--- src/rtl/ata_cmd_pkg.sv ---
// Package: shared encodings for the ATA task-file command issuer.
// Assumes task-file register offsets and status bit positions of a
// standard ATA device; these are fixed by the device, not tunable.
package ata_cmd_pkg;

    // Register-access modes of the device port
    typedef enum logic [1:0] {
        BUS_BYTE8  = 2'd0,
        BUS_PACK16 = 2'd1,
        BUS_LOW16  = 2'd2,
        BUS_RSVD   = 2'd3
    } bus_mode_e;

    // Task-file byte offsets the sequence touches
    localparam logic [2:0] OFF_SECCNT = 3'd2;
    localparam logic [2:0] OFF_LBA0   = 3'd3;
    localparam logic [2:0] OFF_LBA1   = 3'd4;
    localparam logic [2:0] OFF_LBA2   = 3'd5;
    localparam logic [2:0] OFF_DEVSEL = 3'd6;
    localparam logic [2:0] OFF_CMDSTS = 3'd7;

    // Status bit positions
    localparam int STS_BUSY  = 7;
    localparam int STS_FAULT = 5;

    // Upper nibble of the drive/head byte: LBA addressing, master
    localparam logic [3:0] DEVSEL_HI = 4'hE;

    // Controller states
    typedef enum logic [2:0] {
        ST_IDLE,
        ST_PRE_RD,
        ST_PRE_WT,
        ST_PRE_GAP,
        ST_WRITE,
        ST_POST_RD,
        ST_POST_WT,
        ST_POST_GAP
    } issuer_state_e;

    // Packed word mode is the fallback for the spare encoding
    function automatic logic mode_is_packed(input logic [1:0] m);
        return (m == BUS_PACK16) || (m == BUS_RSVD);
    endfunction

endpackage

--- src/rtl/ata_poll_gap.sv ---
// Module: quiet-interval timer between status polls.
// Loaded when a busy status is seen; gap_done rises in the last of
// GAP cycles. Assumes GAP >= 1.
module ata_poll_gap #(
    parameter int GAP = 64
) (
    input  logic clk,
    input  logic rst_n,
    input  logic load,
    output logic gap_done
);
    localparam int CW = (GAP < 2) ? 1 : $clog2(GAP + 1);

    logic [CW-1:0] cnt_q;

    // Count down from GAP-1 after each load
    always_ff @(posedge clk) begin
        if (!rst_n) begin
            cnt_q <= '0;
        end else if (load) begin
            cnt_q <= CW'(GAP - 1);
        end else if (cnt_q != '0) begin
            cnt_q <= cnt_q - 1'b1;
        end
    end

    assign gap_done = (cnt_q == '0);
endmodule

--- src/rtl/ata_busy_tally.sv ---
// Module: counts consecutive busy status reads before the command.
// at_limit marks that the read being judged is the LIMIT-th busy one.
// Assumes LIMIT >= 1.
module ata_busy_tally #(
    parameter int LIMIT = 1000
) (
    input  logic clk,
    input  logic rst_n,
    input  logic clr,
    input  logic inc,
    output logic at_limit
);
    localparam int CW = (LIMIT < 2) ? 1 : $clog2(LIMIT + 1);

    logic [CW-1:0] cnt_q;

    // Clear on a new request, step on each busy read
    always_ff @(posedge clk) begin
        if (!rst_n || clr) begin
            cnt_q <= '0;
        end else if (inc) begin
            cnt_q <= cnt_q + 1'b1;
        end
    end

    assign at_limit = (cnt_q == CW'(LIMIT - 1));
endmodule

--- src/rtl/ata_tf_encoder.sv ---
// Module: maps a write step to a port address and data word.
// Byte modes take six steps, packed word mode three; 'last' flags
// the step that carries the command code. Purely combinational.
module ata_tf_encoder
    import ata_cmd_pkg::*;
(
    input  logic [1:0]  mode,
    input  logic [2:0]  step,
    input  logic [27:0] lba,
    input  logic [7:0]  cmd,
    output logic [3:0]  addr,
    output logic [15:0] wdata,
    output logic        last
);
    logic [7:0] devsel;
    logic [2:0] off;
    logic [7:0] val;

    assign devsel = {DEVSEL_HI, lba[27:24]};

    // Select register and value for the current step
    always_comb begin
        addr  = '0;
        wdata = '0;
        last  = 1'b0;
        off   = OFF_SECCNT;
        val   = 8'h01;
        if (mode_is_packed(mode)) begin
            case (step)
                3'd0: begin
                    addr  = 4'd2;
                    wdata = {lba[7:0], 8'h01};
                end
                3'd1: begin
                    addr  = 4'd4;
                    wdata = {lba[23:16], lba[15:8]};
                end
                default: begin
                    addr  = 4'd6;
                    wdata = {cmd, devsel};
                    last  = 1'b1;
                end
            endcase
        end else begin
            case (step)
                3'd0: begin off = OFF_SECCNT; val = 8'h01;        end
                3'd1: begin off = OFF_LBA0;   val = lba[7:0];     end
                3'd2: begin off = OFF_LBA1;   val = lba[15:8];    end
                3'd3: begin off = OFF_LBA2;   val = lba[23:16];   end
                3'd4: begin off = OFF_DEVSEL; val = devsel;       end
                default: begin
                    off  = OFF_CMDSTS;
                    val  = cmd;
                    last = 1'b1;
                end
            endcase
            addr  = (mode == BUS_LOW16) ? {off, 1'b0} : {1'b0, off};
            wdata = {8'h00, val};
        end
    end
endmodule

--- src/rtl/ata_status_lane.sv ---
// Module: locates the status register for a mode and extracts it.
// Packed word mode finds status in the upper byte of word 3; the
// byte modes find it in the low byte. Purely combinational.
module ata_status_lane
    import ata_cmd_pkg::*;
(
    input  logic [1:0]  mode,
    input  logic [15:0] rdata,
    output logic [3:0]  sts_addr,
    output logic [7:0]  sts
);
    // Address and byte lane of the status register
    always_comb begin
        if (mode_is_packed(mode)) begin
            sts_addr = 4'd6;
            sts      = rdata[15:8];
        end else if (mode == BUS_LOW16) begin
            sts_addr = {OFF_CMDSTS, 1'b0};
            sts      = rdata[7:0];
        end else begin
            sts_addr = {1'b0, OFF_CMDSTS};
            sts      = rdata[7:0];
        end
    end
endmodule

--- src/rtl/ata_cmd_issuer.sv ---
// Module: top of the ATA task-file command issuer.
// Polls busy, writes the task file for one LBA sector command in the
// selected access mode, then polls busy to completion. Assumes the
// register port accepts one access per cycle and returns read data
// the cycle after the read strobe.
module ata_cmd_issuer
    import ata_cmd_pkg::*;
#(
    parameter int POLL_GAP  = 64,
    parameter int MAX_POLLS = 1000
) (
    input  logic        clk,
    input  logic        rst_n,
    input  logic        start_i,
    input  logic [27:0] lba_i,
    input  logic [7:0]  cmd_i,
    input  logic [1:0]  mode_i,
    output logic        done_o,
    output logic        fault_o,
    output logic        absent_o,
    output logic [3:0]  dev_addr_o,
    output logic        dev_wr_o,
    output logic [15:0] dev_wdata_o,
    output logic        dev_rd_o,
    input  logic [15:0] dev_rdata_i
);
    issuer_state_e state_q;
    logic [1:0]    mode_q;
    logic [27:0]   lba_q;
    logic [7:0]    cmd_q;
    logic [2:0]    step_q;
    logic          done_q, fault_q, absent_q;

    logic [3:0]    enc_addr;
    logic [15:0]   enc_wdata;
    logic          enc_last;
    logic [3:0]    sts_addr;
    logic [7:0]    sts;
    logic          sts_busy, sts_fault;
    logic          gap_load, gap_done;
    logic          tally_clr, tally_inc, tally_limit;
    logic          accept;
    logic          in_wait;

    ata_tf_encoder u_enc (
        .mode  (mode_q),
        .step  (step_q),
        .lba   (lba_q),
        .cmd   (cmd_q),
        .addr  (enc_addr),
        .wdata (enc_wdata),
        .last  (enc_last)
    );

    ata_status_lane u_lane (
        .mode     (mode_q),
        .rdata    (dev_rdata_i),
        .sts_addr (sts_addr),
        .sts      (sts)
    );

    ata_poll_gap #(.GAP(POLL_GAP)) u_gap (
        .clk      (clk),
        .rst_n    (rst_n),
        .load     (gap_load),
        .gap_done (gap_done)
    );

    ata_busy_tally #(.LIMIT(MAX_POLLS)) u_tally (
        .clk      (clk),
        .rst_n    (rst_n),
        .clr      (tally_clr),
        .inc      (tally_inc),
        .at_limit (tally_limit)
    );

    // Decode status and timer controls
    always_comb begin
        sts_busy  = sts[STS_BUSY];
        sts_fault = sts[STS_FAULT];
        accept    = (state_q == ST_IDLE) && start_i;
        in_wait   = (state_q == ST_PRE_WT) || (state_q == ST_POST_WT);
        gap_load  = in_wait && sts_busy;
        tally_clr = accept;
        tally_inc = (state_q == ST_PRE_WT) && sts_busy;
    end

    // Sequence polls, writes and outcome pulses
    always_ff @(posedge clk) begin
        if (!rst_n) begin
            state_q  <= ST_IDLE;
            mode_q   <= BUS_BYTE8;
            lba_q    <= '0;
            cmd_q    <= '0;
            step_q   <= '0;
            done_q   <= 1'b0;
            fault_q  <= 1'b0;
            absent_q <= 1'b0;
        end else begin
            done_q   <= 1'b0;
            fault_q  <= 1'b0;
            absent_q <= 1'b0;
            case (state_q)
                ST_IDLE: begin
                    if (start_i) begin
                        mode_q  <= mode_i;
                        lba_q   <= lba_i;
                        cmd_q   <= cmd_i;
                        step_q  <= '0;
                        state_q <= ST_PRE_RD;
                    end
                end
                ST_PRE_RD: state_q <= ST_PRE_WT;
                ST_PRE_WT: begin
                    if (!sts_busy) begin
                        state_q <= ST_WRITE;
                    end else if (tally_limit) begin
                        absent_q <= 1'b1;
                        state_q  <= ST_IDLE;
                    end else begin
                        state_q <= ST_PRE_GAP;
                    end
                end
                ST_PRE_GAP: if (gap_done) state_q <= ST_PRE_RD;
                ST_WRITE: begin
                    if (enc_last) state_q <= ST_POST_RD;
                    else          step_q  <= step_q + 3'd1;
                end
                ST_POST_RD: state_q <= ST_POST_WT;
                ST_POST_WT: begin
                    if (!sts_busy) begin
                        done_q  <= 1'b1;
                        state_q <= ST_IDLE;
                    end else if (sts_fault) begin
                        fault_q <= 1'b1;
                        state_q <= ST_IDLE;
                    end else begin
                        state_q <= ST_POST_GAP;
                    end
                end
                ST_POST_GAP: if (gap_done) state_q <= ST_POST_RD;
                default: state_q <= ST_IDLE;
            endcase
        end
    end

    // Drive the register port from the current state
    always_comb begin
        dev_wr_o    = (state_q == ST_WRITE);
        dev_rd_o    = (state_q == ST_PRE_RD) || (state_q == ST_POST_RD);
        dev_addr_o  = dev_wr_o ? enc_addr : sts_addr;
        dev_wdata_o = dev_wr_o ? enc_wdata : 16'h0000;
    end

    assign done_o   = done_q;
    assign fault_o  = fault_q;
    assign absent_o = absent_q;
endmodule

--- config.mk ---
export PLATFORM = sky130hd
export DESIGN_NAME = ata_cmd_issuer
export DESIGN_NICKNAME = d
export VERILOG_FILES = /design/src/rtl/ata_cmd_pkg.sv /design/src/rtl/ata_poll_gap.sv /design/src/rtl/ata_busy_tally.sv /design/src/rtl/ata_tf_encoder.sv /design/src/rtl/ata_status_lane.sv /design/src/rtl/ata_cmd_issuer.sv
export SDC_FILE = /design/constraint.sdc
export NUM_CORES = 1
export LEC_CHECK = 0
export BUFFER_PORTS_ARGS = -buffer_cell sky130_fd_sc_hd__buf_2
export CAP_MARGIN = 20
export CORE_ASPECT_RATIO = 1.25
export CORE_UTILIZATION = 45
export DETAILED_ROUTE_END_ITERATION = 16
export PLACE_DENSITY_LB_ADDON = 0.08
export SLEW_MARGIN = 20
export SYNTH_ARGS = -nofsm -noshare
export SYNTH_HDL_FRONTEND = slang
export SYNTH_SLANG_ARGS = --single-unit
--- constraint.sdc ---
create_clock -name clk -period 2.4 [get_ports clk]
set_input_delay 0.12 -clock clk [delete_from_list [all_inputs] [get_ports clk]]
set_output_delay 0.12 -clock clk [all_outputs]
set_load 0.01 [all_outputs]
* Word level (Yosys, flattened, before mapping)
Index checks and enable logic that the tools add are counted.
** Operators by class
- Eq/ne operators :: 20
- Multiplexer cells :: 32
- Bitwise gates (word level) :: 1
- $add $sub $neg :: 3
- Reduce and logical (&&, ||, !) cells :: 23
** Operators with widths (number)
- one-hot mux 8 bit (5 select lines) :: 1
- 2-to-1 mux 16 bit :: 2
- one-hot mux 16 bit (2 select lines) :: 1
- 2-to-1 mux 3 bit :: 9
- one-hot mux 3 bit (8 select lines) :: 1
- 2-to-1 mux 4 bit :: 5
- equality test 3 bit, second input constant :: 5
- one-hot mux 3 bit (5 select lines) :: 1
- equality test 3 x 2 -> 1 bit, second input constant :: 4
- 2-to-1 mux 6 bit :: 2
- one-hot mux 3 bit (2 select lines) :: 2
- adder 10 x 1 -> 10 bit, second input constant :: 1
- equality test 10 bit, second input constant :: 1
- AND reduction 3 bit :: 3
- 2-to-1 mux 8 bit :: 1
- inequality test 2 bit, second input constant :: 4
- logical NOT 7 bit :: 1
- nonzero test 7 bit :: 1
- subtractor 7 x 1 -> 7 bit, second input constant :: 1
- equality test 3 x 1 -> 1 bit, second input constant :: 2
- logical NOT 3 bit :: 2
- 2-to-1 mux 1 bit :: 6
- OR reduction 5 bit :: 1
- equality test 2 bit, second input constant :: 2
- 12 further kinds :: 20
** Storage, ports and cells
- Bits of input ports :: 57
- Output and inout port bits :: 25
- Logic and storage cells :: 90
- Flip-flop bits (word level) :: 64

* Logic depth before layout (Yosys ltp)
- Depth in word-level cells :: 6
- Mapped depth :: 8
- Gate-level depth less buffers :: 6

* Hierarchy
Synthesis repeated with hierarchy kept, for this count alone.
** Unflattened totals
- Cells, all modules :: 475
- Area total of the unflattened synthesis :: 3908.7 sq um
** By module, submodules not included
- ata_cmd_issuer :: cells each 233, times used 1, seq. area each 940.9 sq um, area each 2039.5 sq um
- ata_tf_encoder :: cells each 123, times used 1, seq. area each 0.0 sq um, area each 787.0 sq um
- ata_busy_tally :: cells each 57, times used 1, seq. area each 200.2 sq um, area each 498.0 sq um
- ata_poll_gap :: cells each 48, times used 1, seq. area each 140.1 sq um, area each 421.7 sq um
- ata_status_lane :: cells each 14, times used 1, seq. area each 0.0 sq um, area each 162.7 sq um

* Worst setup path after synthesis
OpenSTA, ideal clock, no wires.
- Path type :: reg2out
- Start :: register step_q[1]
- End :: output dev_wdata_o[0]
- Cell stages (with the launch flop) :: 8
- Slack :: 0.421 ns
- Path buffers :: 1
- Data required time :: 2.280 ns
- Arrival time :: 1.859 ns
- Cells stage by stage :: dfxtp_1 > inv_1 > ha_1 > buf_2 > or2_1 > a211oi_4 > a21oi_1 > a221oi_1
** Between the ends
- Longest elaborated chain between the ends :: 4
- Elaborated cells on any way between the ends :: 9
- Those cells by class :: eq/ne: 4; mux: 4; reduce/logical: 1
** Ends and longest elaborated chain
- from (decl) :: line ata_cmd_issuer.sv:31 : logic [2:0] step_q;
- from (signal assigned) :: line ata_cmd_issuer.sv:127 : else step_q <= step_q + 3'd1;
- equality test 3 bit (tied with other cells) :: line ata_tf_encoder.sv:45 : case (step)
- one-hot mux 8 bit (5 select lines) / one-hot mux 16 bit (2 select lines) (equally long branches) :: line ata_tf_encoder.sv:45, ata_tf_encoder.sv:29
- 2-to-1 mux 16 bit (*) :: line ata_tf_encoder.sv:28 : if (mode_is_packed(mode)) begin
- 2-to-1 mux 16 bit (*) :: line ata_cmd_issuer.sv:152 : dev_wdata_o = dev_wr_o ? enc_wdata : 16'h0000;
- to (decl) :: line ata_cmd_issuer.sv:23 : output logic [15:0] dev_wdata_o,
Every way passes the cells marked *; elsewhere a longest branch is shown, timed or not.

* Worst setup path after layout
- Start :: register step_q[0]
- End :: output dev_wdata_o[7]
The elaborated chain is that of the path after synthesis.

==> results.yml <==
cells_and_area:
  final_common_cell: "nand2_1"
  area_delta_synth_final_pct: 20.9
  diodes: 0
  fin_nets: 572
  finish.utilization_pct: 57.2
  postLayoutCellArea_sq_um: 4060
  layout_common_cells: "nand2_1 (98), buf_2 (69), dfxtp_1 (62)"
  final_layout_size_suffix_gt1_share_pct: 23.9
  fillers: 700
drt:
  vias: 3387
  antenna_left: 0
  drc: 0
  top_layer: "met4"
  wl_met2_mm: 4.35
  wl_per_cell_um: 15.1
  wl_met3_um: 539
  wl_met1_mm: 4.00
  via_per_inst: 5.65
  wl_mm: 9.07
  drt_iter0_drc: 296
  dr.pass1.iters: 5
grt:
  grt_pass1_wl_mm: 15.0
  first_global_vias: 3182
  track_usage_pct: 24.7
  antenna_found_initial: 0
  grt_start_max_net_pins: 39
  grt_overflow: 0
timing:
  final-max-slew-violation-count: 0
  rsz0062_at_grt: "yes"
  setup_viol: 0
  hold_violations: 0
  fmax_ghz: 0.430
  tightest_slew_ns: 0.623
  setup-tns-final_ns: 0
  finClkSkew_ns: 0.00633
  finalCritPeriodShare_pct: 96.8
  period_needed_ns: 2.32
  slew_headroom_pct: 57.9
place:
  io_buffers: 69
  gp_congestion: 0.833
  dpl_cell_area_sq_um: 3840
  place_hpwl_mm: 6.43
cts:
  cts_buffers: 9
  htree_levels: 3
  clk_pin_slew_worst_paths_ns: 0.07
  clock_path_buffers: 2
  clk_latency_ns: 0.34
  cts_setup_buffers: 0
  cts_num_sinks: 64
  clk_root_buffer_cell: "clkbuf_8"
  cts_tree: "done"
worst_setup_path:
  critPathLaunchType: "flip-flop"
  critPathKind: "reg -> out"
  path_delay_family: "compound AO/OA/AOI/OAI gates"
  path_max_fanout: 7
  crit_top_cell: "buf_4"
  slowest_stage: "dfxtp_4"
  critPathCaptureType: "output pin"
  cp.arrival_ns: 2.20
  required_ns: 2.28
  cp_cell_sequence: "inv_2, ha_1, buf_4, nor2b_1, buf_4, a222oi_1, inv_1, o221a_2, buf_2"
  critPathMaxStageDelay_ns: 0.37
  worst-r2r-setup-slack_ns: 0.42
  worst-path-buf-inv: 5
logic_synthesis:
  ys_seq_area_share_pct: 38.1
  synthArstFlopShare_pct: 0
  synth_top_area_cell: "dfxtp_1"
  syn_inst: 435
  syn_avg_cell_area_sq_um: 7.73
  synth_edf_count: 0
  synth_nets: 500
  syn-cell-area_sq_um: 3360
  synth_flop_cell: "dfxtp_1"
  yosys_warnings: 0
  ys_seq_elements: 64
  synth.distinct_cells: 51
  yosys-top-cells-area: "dfxtp_1 (38%), nand2_1 (11%), a21oi_1 (9.1%)"
  synth.top_cell.area_share_pct: 38.1
pwr:
  total_power_w: 0.00282
  leakagePower_nw: 1.63
  peakVddDrop_v: 0.000577
  powerDensity_nw_per_um2: 694
die:
  die_h_um: 98.6
  die_w_um: 79.3
  row_count: 34
  design.core.area_sq_um: 7100
  io_pins: 82
  start_util_pct: 47.3
  die_area_sq_um: 7820
status:
  outcome: "complete, no violations"
run:
  drv_cap: 0
worst_hold_path:
  holdCritPathClass: "in -> reg"
==> state kept, by name, indices dropped and copies added (netlist names), 2 cells and up <==
name / count
lba_q: 28
u_tally.cnt_q: 10
cmd_q: 8
step_q: 3
u_gap.cnt_q: 7
state_q: 3
mode_q: 2
==> metal layers <==
metal  track usage [%]  vias to the layer above
met4              13.0                        0
met3              3.98                       14
met1              30.6                     1582
li1                  -                     1686
met2              40.6                      105
met5                 0                        -
==> layout make-up <==
class | instances | area, sq um | area share [%]
multi-input cells | 330 | 1950 | 48.1
well taps | 90 | 113 | 2.77
repair buffers | 88 | 494 | 12.2
inverters | 14 | 52.6 | 1.29
clock inverters | 3 | 20.0 | 0.493
flip-flops and latches | 64 | 1290 | 31.7
clock buffers | 11 | 141 | 3.48
==> worst min-delay path, cell delays in order <==
cell and delay, ns:
buf_2 0.09, nand2_1 0.04, a21oi_1 0.05
==> timing repair <==
item | CTS | global route
endpoints found under the hold margin | 1 | 0
hold buffers | 1 | 0
gates cloned | 0 | 0
resized for setup | 4 | 12
pin swaps | 2 | 5
setup endpoints to repair | 4 | 10
==> cell families after synthesis <==
| logic type | after synthesis | share of synthesized area [%] |
|---|---|---|
| adders and majority gates | 8 | 2.98 |
| DFF | 64 | 38.1 |
| AOI/OAI and AO/OA | 117 | 23.0 |
| xor gates and xnor gates | 10 | 2.61 |
| muxes | 8 | 2.46 |
| buffers and inverters | 41 | 5.03 |
| and+or+nand+nor | 187 | 25.8 |
==> synthesized netlist by cell type, types with 2 or more instances <==
cell type  instances
a211oi_1           6
nand4_1            4
a22oi_1            8
nor4_1             5
mux2_2             2
buf_4              2
o21a_1             4
a21oi_1           61
o221a_2            3
nor3b_1            3
nand2b_1           7
mux2i_1            6
nor2b_1            4
a221o_1            4
a32o_1             3
a221oi_1           4
buf_1              2
o21ai_0            8
clkbuf_1          17
or3_1              2
nor3_1             6
xnor2_1            3
nand2_1           98
a222oi_1           3
buf_2              6
a311oi_1           3
xor2_1             7
dfxtp_1           64
nor2_1            32
and4_1             3
inv_1             13
nand3_1           11
o311ai_0           3
ha_1               8
nor4b_1            4
==> metrics by stage <==
| stage | instances | setup slack [ns] | hold slack [ns] |
|---|---|---|---|
| after global routing | 600 | -0.0422 | 0.00786 |
| after floorplan | 435 | 0.421 | 0.256 |
| after CTS | 600 | 0.0272 | 0.00389 |
| final | 600 | 0.0759 | 0.00884 |
| after detailed placement | 585 | 0.262 | 0.365 |
| after global placement | 585 | 0.295 | 0.362 |
==> final timing paths <==
check / startpoint / end / cells past startpoint
worst max-delay path: step_q[0]$_SDFFE_PN0P_ / dev_wdata_o[7] / 9
worst min-delay path: lba_i[6] / lba_q[6]$_SDFFE_PN0P_ / 3
worst max register to register: step_q[1]$_SDFFE_PN0P_ / step_q[2]$_SDFFE_PN0P_ / 7
worst min register to register: lba_q[9]$_SDFFE_PN0P_ / lba_q[9]$_SDFFE_PN0P_ / 2
==> power breakdown <==
part / switching (W) / internal, W / total [W]
Clock: 0.000403 / 0.000390 / 0.000793
Combinational: 0.000409 / 0.000319 / 0.000727
Sequential: 0.000118 / 0.00118 / 0.00130
Power figures use the tool's default switching activity.
